--- src/rtl/mmio_uart_pkg.sv ---
package mmio_uart_pkg;
    localparam logic [7:0] A_CTRL     = 8'h00;
    localparam logic [7:0] A_CTRL_CLR = 8'h04;
    localparam logic [7:0] A_CTRL_SET = 8'h08;
    localparam logic [7:0] A_STAT     = 8'h10;
    localparam logic [7:0] A_STAT_CLR = 8'h14;
    localparam logic [7:0] A_STAT_SET = 8'h18;
    localparam logic [7:0] A_TXD      = 8'h20;
    localparam logic [7:0] A_RXD      = 8'h30;
    localparam logic [7:0] A_DIV      = 8'h40;

    localparam int B_EN    = 15;
    localparam int B_RXEN  = 12;
    localparam int B_BRK   = 11;
    localparam int B_TXEN  = 10;
    localparam int B_FULL  = 9;
    localparam int B_DRAIN = 8;
    localparam int B_OVR   = 1;
    localparam int B_AVAIL = 0;

    localparam int FRAME_BITS = 10;

    typedef enum logic [2:0] {
        TX_IDLE, TX_START, TX_DATA, TX_STOP, TX_BREAK
    } tx_state_t;

    typedef enum logic [1:0] {
        RX_IDLE, RX_START, RX_DATA, RX_STOP
    } rx_state_t;
endpackage

--- src/rtl/mmio_uart_tick.sv ---
module mmio_uart_tick #(
    parameter int DIV_W = 16
) (
    input  logic             clk,
    input  logic             rst_n,
    input  logic             run,
    input  logic [DIV_W-1:0] divisor,
    output logic             tick
);
    logic [DIV_W-1:0] cnt_q;

    always_ff @(posedge clk or negedge rst_n) begin
        if (!rst_n) begin
            cnt_q <= '0;
            tick  <= 1'b0;
        end else if (!run) begin
            cnt_q <= '0;
            tick  <= 1'b0;
        end else if (cnt_q >= divisor) begin
            cnt_q <= '0;
            tick  <= 1'b1;
        end else begin
            cnt_q <= cnt_q + 1'b1;
            tick  <= 1'b0;
        end
    end
endmodule

--- src/rtl/mmio_uart_fifo.sv ---
module mmio_uart_fifo #(
    parameter int W     = 8,
    parameter int DEPTH = 4
) (
    input  logic         clk,
    input  logic         rst_n,
    input  logic         clr,
    input  logic         push,
    input  logic [W-1:0] din,
    input  logic         pop,
    output logic [W-1:0] dout,
    output logic         full,
    output logic         empty
);
    localparam int AW = (DEPTH > 1) ? $clog2(DEPTH) : 1;
    localparam int CW = $clog2(DEPTH + 1);

    logic [W-1:0]  mem [DEPTH];
    logic [AW-1:0] wr_q, rd_q;
    logic [CW-1:0] cnt_q;
    logic          do_push, do_pop;

    assign full    = (cnt_q == CW'(DEPTH));
    assign empty   = (cnt_q == '0);
    assign do_push = push && !full;
    assign do_pop  = pop && !empty;
    assign dout    = mem[rd_q];

    function automatic logic [AW-1:0] nxt_ptr(input logic [AW-1:0] p);
        return (p == AW'(DEPTH - 1)) ? '0 : p + 1'b1;
    endfunction

    always_ff @(posedge clk or negedge rst_n) begin
        if (!rst_n) begin
            wr_q  <= '0;
            rd_q  <= '0;
            cnt_q <= '0;
        end else if (clr) begin
            wr_q  <= '0;
            rd_q  <= '0;
            cnt_q <= '0;
        end else begin
            if (do_push) wr_q <= nxt_ptr(wr_q);
            if (do_pop)  rd_q <= nxt_ptr(rd_q);
            if (do_push && !do_pop)      cnt_q <= cnt_q + 1'b1;
            else if (do_pop && !do_push) cnt_q <= cnt_q - 1'b1;
        end
    end

    always_ff @(posedge clk) begin
        if (do_push && !clr) mem[wr_q] <= din;
    end

    AST_NO_OVERFLOW: assert property (@(posedge clk) disable iff (!rst_n)
        cnt_q <= CW'(DEPTH));
    AST_FULL_HOLDS: assert property (@(posedge clk) disable iff (!rst_n)
        (full && push && !pop && !clr) |=> (full && $stable(rd_q)));
endmodule

--- src/rtl/mmio_uart_tx.sv ---
module mmio_uart_tx
    import mmio_uart_pkg::*;
(
    input  logic       clk,
    input  logic       rst_n,
    input  logic       run,
    input  logic       tx_go,
    input  logic       tick,
    input  logic       brk_req,
    input  logic       q_empty,
    input  logic [7:0] q_data,
    output logic       q_pop,
    output logic       brk_done,
    output logic       busy,
    output logic       txd
);
    tx_state_t  state_q, state_d;
    logic [3:0] sub_q, idx_q;
    logic [7:0] sh_q;
    logic       bit_end;

    assign bit_end = tick && (sub_q == 4'hF);

    always_comb begin
        state_d  = state_q;
        q_pop    = 1'b0;
        brk_done = 1'b0;
        unique case (state_q)
            TX_IDLE: begin
                if (brk_req) state_d = TX_BREAK;
                else if (tx_go && !q_empty) begin
                    state_d = TX_START;
                    q_pop   = 1'b1;
                end
            end
            TX_START: if (bit_end) state_d = TX_DATA;
            TX_DATA:  if (bit_end && idx_q == 4'd7) state_d = TX_STOP;
            TX_STOP:  if (bit_end) state_d = TX_IDLE;
            TX_BREAK: if (bit_end && idx_q == 4'(FRAME_BITS - 1)) begin
                state_d  = TX_IDLE;
                brk_done = 1'b1;
            end
            default: state_d = TX_IDLE;
        endcase
        if (!run) begin
            state_d  = TX_IDLE;
            q_pop    = 1'b0;
            brk_done = 1'b0;
        end
    end

    always_ff @(posedge clk or negedge rst_n) begin
        if (!rst_n) begin
            state_q <= TX_IDLE;
            sub_q   <= '0;
            idx_q   <= '0;
            sh_q    <= '0;
        end else begin
            state_q <= state_d;
            if (q_pop) sh_q <= q_data;
            if (state_d != state_q || state_q == TX_IDLE) begin
                sub_q <= '0;
                idx_q <= '0;
            end else if (tick) begin
                sub_q <= sub_q + 1'b1;
                if (sub_q == 4'hF) begin
                    idx_q <= idx_q + 1'b1;
                    if (state_q == TX_DATA) sh_q <= sh_q >> 1;
                end
            end
        end
    end

    always_comb begin
        busy = (state_q != TX_IDLE);
        unique case (state_q)
            TX_IDLE:  txd = 1'b1;
            TX_START: txd = 1'b0;
            TX_DATA:  txd = sh_q[0];
            TX_STOP:  txd = 1'b1;
            TX_BREAK: txd = 1'b0;
            default:  txd = 1'b1;
        endcase
    end

    AST_POP_STARTS: assert property (@(posedge clk) disable iff (!rst_n)
        q_pop |=> (!txd || !run));
endmodule

--- src/rtl/mmio_uart_rx.sv ---
module mmio_uart_rx
    import mmio_uart_pkg::*;
(
    input  logic       clk,
    input  logic       rst_n,
    input  logic       run,
    input  logic       tick,
    input  logic       rxd,
    output logic       byte_vld,
    output logic [7:0] byte_data
);
    rx_state_t  state_q, state_d;
    logic [3:0] sub_q, idx_q;
    logic [7:0] sh_q;
    logic       s1_q, s2_q;

    always_comb begin
        state_d  = state_q;
        byte_vld = 1'b0;
        unique case (state_q)
            RX_IDLE:  if (tick && !s2_q) state_d = RX_START;
            RX_START: if (tick && sub_q == 4'd7) state_d = s2_q ? RX_IDLE : RX_DATA;
            RX_DATA:  if (tick && sub_q == 4'hF && idx_q == 4'd7) state_d = RX_STOP;
            RX_STOP:  if (tick && sub_q == 4'hF) begin
                state_d  = RX_IDLE;
                byte_vld = s2_q;
            end
            default: state_d = RX_IDLE;
        endcase
        if (!run) begin
            state_d  = RX_IDLE;
            byte_vld = 1'b0;
        end
    end

    always_ff @(posedge clk or negedge rst_n) begin
        if (!rst_n) begin
            state_q <= RX_IDLE;
            sub_q   <= '0;
            idx_q   <= '0;
            sh_q    <= '0;
            s1_q    <= 1'b1;
            s2_q    <= 1'b1;
        end else begin
            s1_q    <= rxd;
            s2_q    <= s1_q;
            state_q <= state_d;
            if (state_q == RX_DATA && tick && sub_q == 4'hF)
                sh_q <= {s2_q, sh_q[7:1]};
            if (state_d != state_q || state_q == RX_IDLE) begin
                sub_q <= '0;
                idx_q <= '0;
            end else if (tick) begin
                sub_q <= sub_q + 1'b1;
                if (sub_q == 4'hF) idx_q <= idx_q + 1'b1;
            end
        end
    end

    assign byte_data = sh_q;
endmodule

--- src/rtl/mmio_uart.sv ---
module mmio_uart
    import mmio_uart_pkg::*;
#(
    parameter int DIV_W   = 16,
    parameter int Q_DEPTH = 4
) (
    input  logic        clk,
    input  logic        rst_n,
    input  logic [7:0]  bus_addr,
    input  logic        bus_wr,
    input  logic        bus_rd,
    input  logic [31:0] bus_wdata,
    output logic [31:0] bus_rdata,
    input  logic        rxd,
    output logic        txd
);
    logic             en_q, rxen_q, brk_q, txen_q, ovr_q;
    logic [DIV_W-1:0] div_q;
    logic             tick;
    logic             txf_push, txf_pop, txf_full, txf_empty;
    logic [7:0]       txf_dout;
    logic             rxf_push, rxf_pop, rxf_full, rxf_empty;
    logic [7:0]       rxf_dout;
    logic             rx_vld;
    logic [7:0]       rx_byte;
    logic             tx_busy, brk_done, drained;
    logic             w_ctrl, w_ctrl_c, w_ctrl_s, w_stat, w_stat_c, w_stat_s;
    wire              unused_wdata_hi = ^bus_wdata[31:DIV_W];

    assign w_ctrl   = bus_wr && bus_addr == A_CTRL;
    assign w_ctrl_c = bus_wr && bus_addr == A_CTRL_CLR;
    assign w_ctrl_s = bus_wr && bus_addr == A_CTRL_SET;
    assign w_stat   = bus_wr && bus_addr == A_STAT;
    assign w_stat_c = bus_wr && bus_addr == A_STAT_CLR;
    assign w_stat_s = bus_wr && bus_addr == A_STAT_SET;

    function automatic logic upd(input logic cur, input logic b,
                                 input logic wd, input logic wc, input logic ws);
        if (wd)            return b;
        else if (wc && b)  return 1'b0;
        else if (ws && b)  return 1'b1;
        return cur;
    endfunction

    always_ff @(posedge clk or negedge rst_n) begin
        if (!rst_n) begin
            en_q   <= 1'b0;
            rxen_q <= 1'b0;
            brk_q  <= 1'b0;
            txen_q <= 1'b0;
            ovr_q  <= 1'b0;
            div_q  <= '0;
        end else begin
            en_q   <= upd(en_q,   bus_wdata[B_EN],   w_ctrl, w_ctrl_c, w_ctrl_s);
            rxen_q <= upd(rxen_q, bus_wdata[B_RXEN], w_stat, w_stat_c, w_stat_s);
            txen_q <= upd(txen_q, bus_wdata[B_TXEN], w_stat, w_stat_c, w_stat_s);
            if (brk_done) brk_q <= 1'b0;
            else brk_q <= upd(brk_q, bus_wdata[B_BRK], w_stat, w_stat_c, w_stat_s);
            if (rx_vld && rxf_full) ovr_q <= 1'b1;
            else ovr_q <= upd(ovr_q, bus_wdata[B_OVR], w_stat, w_stat_c, w_stat_s);
            if (bus_wr && bus_addr == A_DIV) div_q <= bus_wdata[DIV_W-1:0];
        end
    end

    assign txf_push = bus_wr && bus_addr == A_TXD;
    assign rxf_pop  = bus_rd && bus_addr == A_RXD;
    assign rxf_push = rx_vld && !rxf_full;
    assign drained  = txf_empty && !tx_busy;

    mmio_uart_tick #(.DIV_W(DIV_W)) tick_i (
        .clk(clk), .rst_n(rst_n), .run(en_q), .divisor(div_q), .tick(tick)
    );

    mmio_uart_fifo #(.W(8), .DEPTH(Q_DEPTH)) txq_i (
        .clk(clk), .rst_n(rst_n), .clr(!en_q),
        .push(txf_push), .din(bus_wdata[7:0]), .pop(txf_pop),
        .dout(txf_dout), .full(txf_full), .empty(txf_empty)
    );

    mmio_uart_fifo #(.W(8), .DEPTH(Q_DEPTH)) rxq_i (
        .clk(clk), .rst_n(rst_n), .clr(!en_q),
        .push(rxf_push), .din(rx_byte), .pop(rxf_pop),
        .dout(rxf_dout), .full(rxf_full), .empty(rxf_empty)
    );

    mmio_uart_tx tx_i (
        .clk(clk), .rst_n(rst_n), .run(en_q), .tx_go(txen_q), .tick(tick),
        .brk_req(brk_q), .q_empty(txf_empty), .q_data(txf_dout),
        .q_pop(txf_pop), .brk_done(brk_done), .busy(tx_busy), .txd(txd)
    );

    mmio_uart_rx rx_i (
        .clk(clk), .rst_n(rst_n), .run(en_q && rxen_q && !ovr_q), .tick(tick),
        .rxd(rxd), .byte_vld(rx_vld), .byte_data(rx_byte)
    );

    always_comb begin
        bus_rdata = '0;
        unique case (bus_addr)
            A_CTRL: bus_rdata[B_EN] = en_q;
            A_STAT: begin
                bus_rdata[B_RXEN]  = rxen_q;
                bus_rdata[B_BRK]   = brk_q;
                bus_rdata[B_TXEN]  = txen_q;
                bus_rdata[B_FULL]  = txf_full;
                bus_rdata[B_DRAIN] = drained;
                bus_rdata[B_OVR]   = ovr_q;
                bus_rdata[B_AVAIL] = !rxf_empty;
            end
            A_RXD: bus_rdata[7:0] = rxf_empty ? 8'h00 : rxf_dout;
            A_DIV: bus_rdata[DIV_W-1:0] = div_q;
            default: bus_rdata = '0;
        endcase
    end

    AST_OVR_ON_FULL: assert property (@(posedge clk) disable iff (!rst_n)
        (rx_vld && rxf_full) |=> ovr_q);
    AST_BRK_SELFCLR: assert property (@(posedge clk) disable iff (!rst_n)
        brk_done |=> !brk_q);
    AST_FLUSH: assert property (@(posedge clk) disable iff (!rst_n)
        !en_q |=> (txf_empty && rxf_empty));
endmodule

--- config.mk ---
export PLATFORM = sky130hd
export DESIGN_NAME = mmio_uart
export DESIGN_NICKNAME = d
export VERILOG_FILES = /design/src/rtl/mmio_uart_pkg.sv /design/src/rtl/mmio_uart_tick.sv /design/src/rtl/mmio_uart_fifo.sv /design/src/rtl/mmio_uart_tx.sv /design/src/rtl/mmio_uart_rx.sv /design/src/rtl/mmio_uart.sv
export SDC_FILE = /design/constraint.sdc
export NUM_CORES = 1
export LEC_CHECK = 0
export ABC_AREA = 1
export BUFFER_PORTS_ARGS = -buffer_cell sky130_fd_sc_hd__buf_4
export CORE_MARGIN = 3
export CORE_UTILIZATION = 30
export DETAILED_ROUTE_END_ITERATION = 6
export HOLD_SLACK_MARGIN = 0.02
export PLACE_DENSITY = 0.51
export SLEW_MARGIN = 20
export SYNTH_ARGS = -nofsm -noshare
export SYNTH_HDL_FRONTEND = slang
export SYNTH_SLANG_ARGS = --single-unit
--- constraint.sdc ---
create_clock -name clk -period 2.3 [get_ports clk]
set_clock_uncertainty 0.15 [all_clocks]
set_input_delay 0.23 -clock clk [delete_from_list [all_inputs] [get_ports clk]]
set_output_delay 0.23 -clock clk [all_outputs]
set_load 0.1 [all_outputs]
==> results by group <==
Pwr
  – LEAKAGE: about 4.4 nW
  – Total power draw: ~7.6 mW
  – Worst IR Drop VDD: approximately 0.00042 V
  – Power per standard cell area: about 780 nW/um^2

Route
  – Final routed wire length divided by cell count: approximately 14 um
  – Routed Antenna Nets: 0
  – Via count normalized by instance count: ~4.5
  – Total via count after detailed routing: 5,929
  – Final routed DRC violation total: 0
  – Starting DRT DRC Count: around 300
  – Post-detailed-routing wire length: about 19 mm
  – Length of the first detailed-routing pass in iterations: 7

Final layout
  – Fraction of final layout cells with drive strength greater than 1: between 10% and 20%
  – Non-filler instance count after layout: 1,324
  – Diodes inserted: 0
  – Final cell utilization of the core: a little under two fifths
  – Most frequent cells in the layout: 175 x nand2_1, 119 x nor2_1, 95 x inv_1
  – Most common cell after layout, fill and taps aside: nand2_1
  – Nets: roughly 1,100
  – Area growth, synth to finish: 24.3%
  – Combined area of the multi-input logic cells: about 3200 um^2
  – Flip-flop and latch area: ~4200 um^2
  – Finished Cell Area: around 9800 um^2
  – Fill cells: around 2,600

Logic synthesis
  – Post-Synthesis Cell Area: slightly below 8000 um^2
  – Syn avg cell area: approximately 9 um^2
  – Number of enable-type register cells in the synthesized netlist: 64
  – Post-synthesis register bit count: roughly 160
  – Total number of yosys warnings: 0
  – Async S/R FF share, synth: approximately three fifths
  – Sequential-to-total area share from yosys stat: between 50% and 60%
  – Top area cells in the synthesized netlist: dfrtp_1 28%, edfxtp_1 24%, nand2_1 8.4%
  – Synth top area share: roughly 28%
  – Gate Count Post-Synth: roughly 870
  – Most used flip-flop cell after synthesis: dfrtp_1
  – Cell taking the most area after synthesis: dfrtp_1
  – Count of distinct cell types in the synthesized netlist: 47

Worst setup path
  – Critical Path Fanout Max: 11
  – Worst path required time: roughly 1.9 ns
  – Signal arrival time at the worst endpoint: between 1.5 and 2 ns
  – Crit Path Class: input pin to output port
  – Endpoint type of the worst setup path: output port
  – Critical path launch point type: input pin

Floorplanning
  – Die boundary height: ~170 um
  – Top-level I/O count: 78
  – Row cnt: 58
  – Area of the die: ~28,000 um^2
  – Width of the die: roughly 170 um
  – Starting utilization of the core area: between 30% and 40%
  – Placeable Area: between 20,000 and 30,000 um^2

Clock network
  – CTS tree: built
  – CTS buffer count: 17
  – Clock sinks: 155
  – Clock tree root driver cell: clkbuf_16
  – CTS clk-pin slew, worst paths: about 0.07 ns
  – Number of levels in the clock H-tree: 4
  – Source-to-sink clock delay at the later pin of the worst-skew pair: around 0.43 ns
  – Number of buffers on the longest clock path: 2

GRT
  – Remaining global-route overflow: 0
  – First-pass GRT wire length: just over 30 mm
  – Total Routing Usage GR: between 10 and 15%
  – Initial antenna violation count: 0
  – Number of global-route vias before repair: roughly 5,700
  – Maximum number of pins on one net before global-route repair: 48

STA
  – Smallest setup slack after layout: between 0.08 and 0.09 ns
  – Highest achievable clock rate: around 450 MHz
  – Actual slew at the worst max-slew pin: between 0.6 and 0.7 ns
  – Number of max-slew violations in the final report: 0
  – Final setup violating endpoints: 0
  – Post-layout minimum cycle time: 2.22 ns
  – Endpoints failing hold: 0
  – Worst hold slack: approximately 0.11 ns
  – Post-route fraction of the period consumed by the critical path: 96.4%
  – Total Neg Setup Slack: 0 ns
  – Worst slew margin relative to its limit: approximately 54%

Placement
  – IO buf count: between 40 and 50
  – Pre-CTS setup slack: 0.00934 ns
  – HPWL after detailed placement: roughly 14 mm
  – Routability congestion estimate: 0.800
  – Standard cell area after detailed placement: a little under 9000 um^2
  – Placed Cells: ~1,300

Status
  – Outcome: finished, final reports clean

Flow run
  – Max-capacitance violation count: 0

Hold path
  – Hold WC Path Type: input pin to flop
## worst max-delay path, cell delays in order
cell and delay (ns):
buf_4 0.11, inv_1 0.04, nand2_1 0.06, nor2_1 0.13, nand2_1 0.18, nor2_2 0.20, clkinvlp_4 0.13, buf_12 0.16
o22ai_1 0.24, buf_4 0.35
## logic make-up (layout without fill, tap and decap cells)
family | after synthesis | after routing | share of synthesized area [%]
and+or+nand+nor | 394 | 394 | 22.4
DFF | 155 | 155 | 53.5
buffers and inverters | 140 | 250 | 7.64
AOI/OAI and AO/OA | 128 | 128 | 8.83
adders and majority gates | 34 | 34 | 5.61
xor gates and xnor gates | 14 | 14 | 1.56
muxes | 3 | 3 | 0.399
other | 1 | 16 | 0.0478
## synthesized netlist by cell type, drive strengths merged (3+ instances only)
library cell	instances
clkbuf	12
ha	32
nand3	44
dfrtp	89
o22ai	18
xor2	11
a21oi	35
xnor2	3
buf	22
nand4	19
o21ai	66
nand2	184
nor3	11
inv	105
edfxtp	64
nand3b	4
o211ai	3
nor2	127
## metal layers
layer | vias to the layer above | share of wire (%) | wire, um | track usage [%]
met1 | 2778 | 47 | 8980 | 18.7
li1 | 3071 | - | - | -
met3 | 6 | 3.6 | 680 | 3.14
met2 | 74 | 48 | 9190 | 22.3
met5 | - | 0 | 0 | 0
met4 | 0 | 0.57 | 109 | 3.31
## state kept, by name, summed over array words and instances (netlist names), 8 cells and up
name,count
div_q,16
rx_i.byte_data,8
rxq_i.mem,32
tick_i.cnt_q,16
tx_i.sh_q,8
txq_i.mem,32
## final cells by class
type,instances,area share [%]
inverters,106,4.14
flip-flops and latches,155,43.1
repair buffers,112,10.0
clock buffers,17,4.36
well taps,330,4.23
clock inverters,15,1.51
multi-input cells,589,32.6
## path summary, 6_finish.rpt
check                                           from                             to  slack, ns  cells past startpoint
min                                      bus_addr[2]               en_q$_DFFE_PN0P_       0.11                      5
max reg2reg                rx_i.sub_q[0]$_DFFE_PN0P_     rxq_i.cnt_q[2]$_DFFE_PN0P_       0.13                     16
min in group asynchronous                      rst_n  rx_i.byte_data[2]$_DFFE_PN0P_       0.23                      2
max in group asynchronous                      rst_n      tick_i.cnt_q[8]$_DFF_PN0_       1.11                      3
max                                      bus_addr[0]                  bus_rdata[15]       0.08                     10
min reg2reg                      rx_i.s1_q$_DFF_PN1_            rx_i.s2_q$_DFF_PN1_       0.21                      0
## report_power, final
part | switching (mW) | leakage, nW | internal [mW] | total (mW)
Combinational | 1.08 | 2.48 | 0.559 | 1.63
Sequential | 0.167 | 1.67 | 3.04 | 3.21
Clock | 1.29 | 0.279 | 1.45 | 2.73
Total | 2.53 | 4.43 | 5.05 | 7.58
## what timing repair did
item                                   in CTS  in global routing
setup endpoints to repair                   8                 16
gates resized for setup                    11                 20
pin swaps                                   0                  5
endpoints found under the hold margin      93                  0
hold buffers                               19                  0
buffers inserted                            0                  3
(Power assumes the default switching activity.)
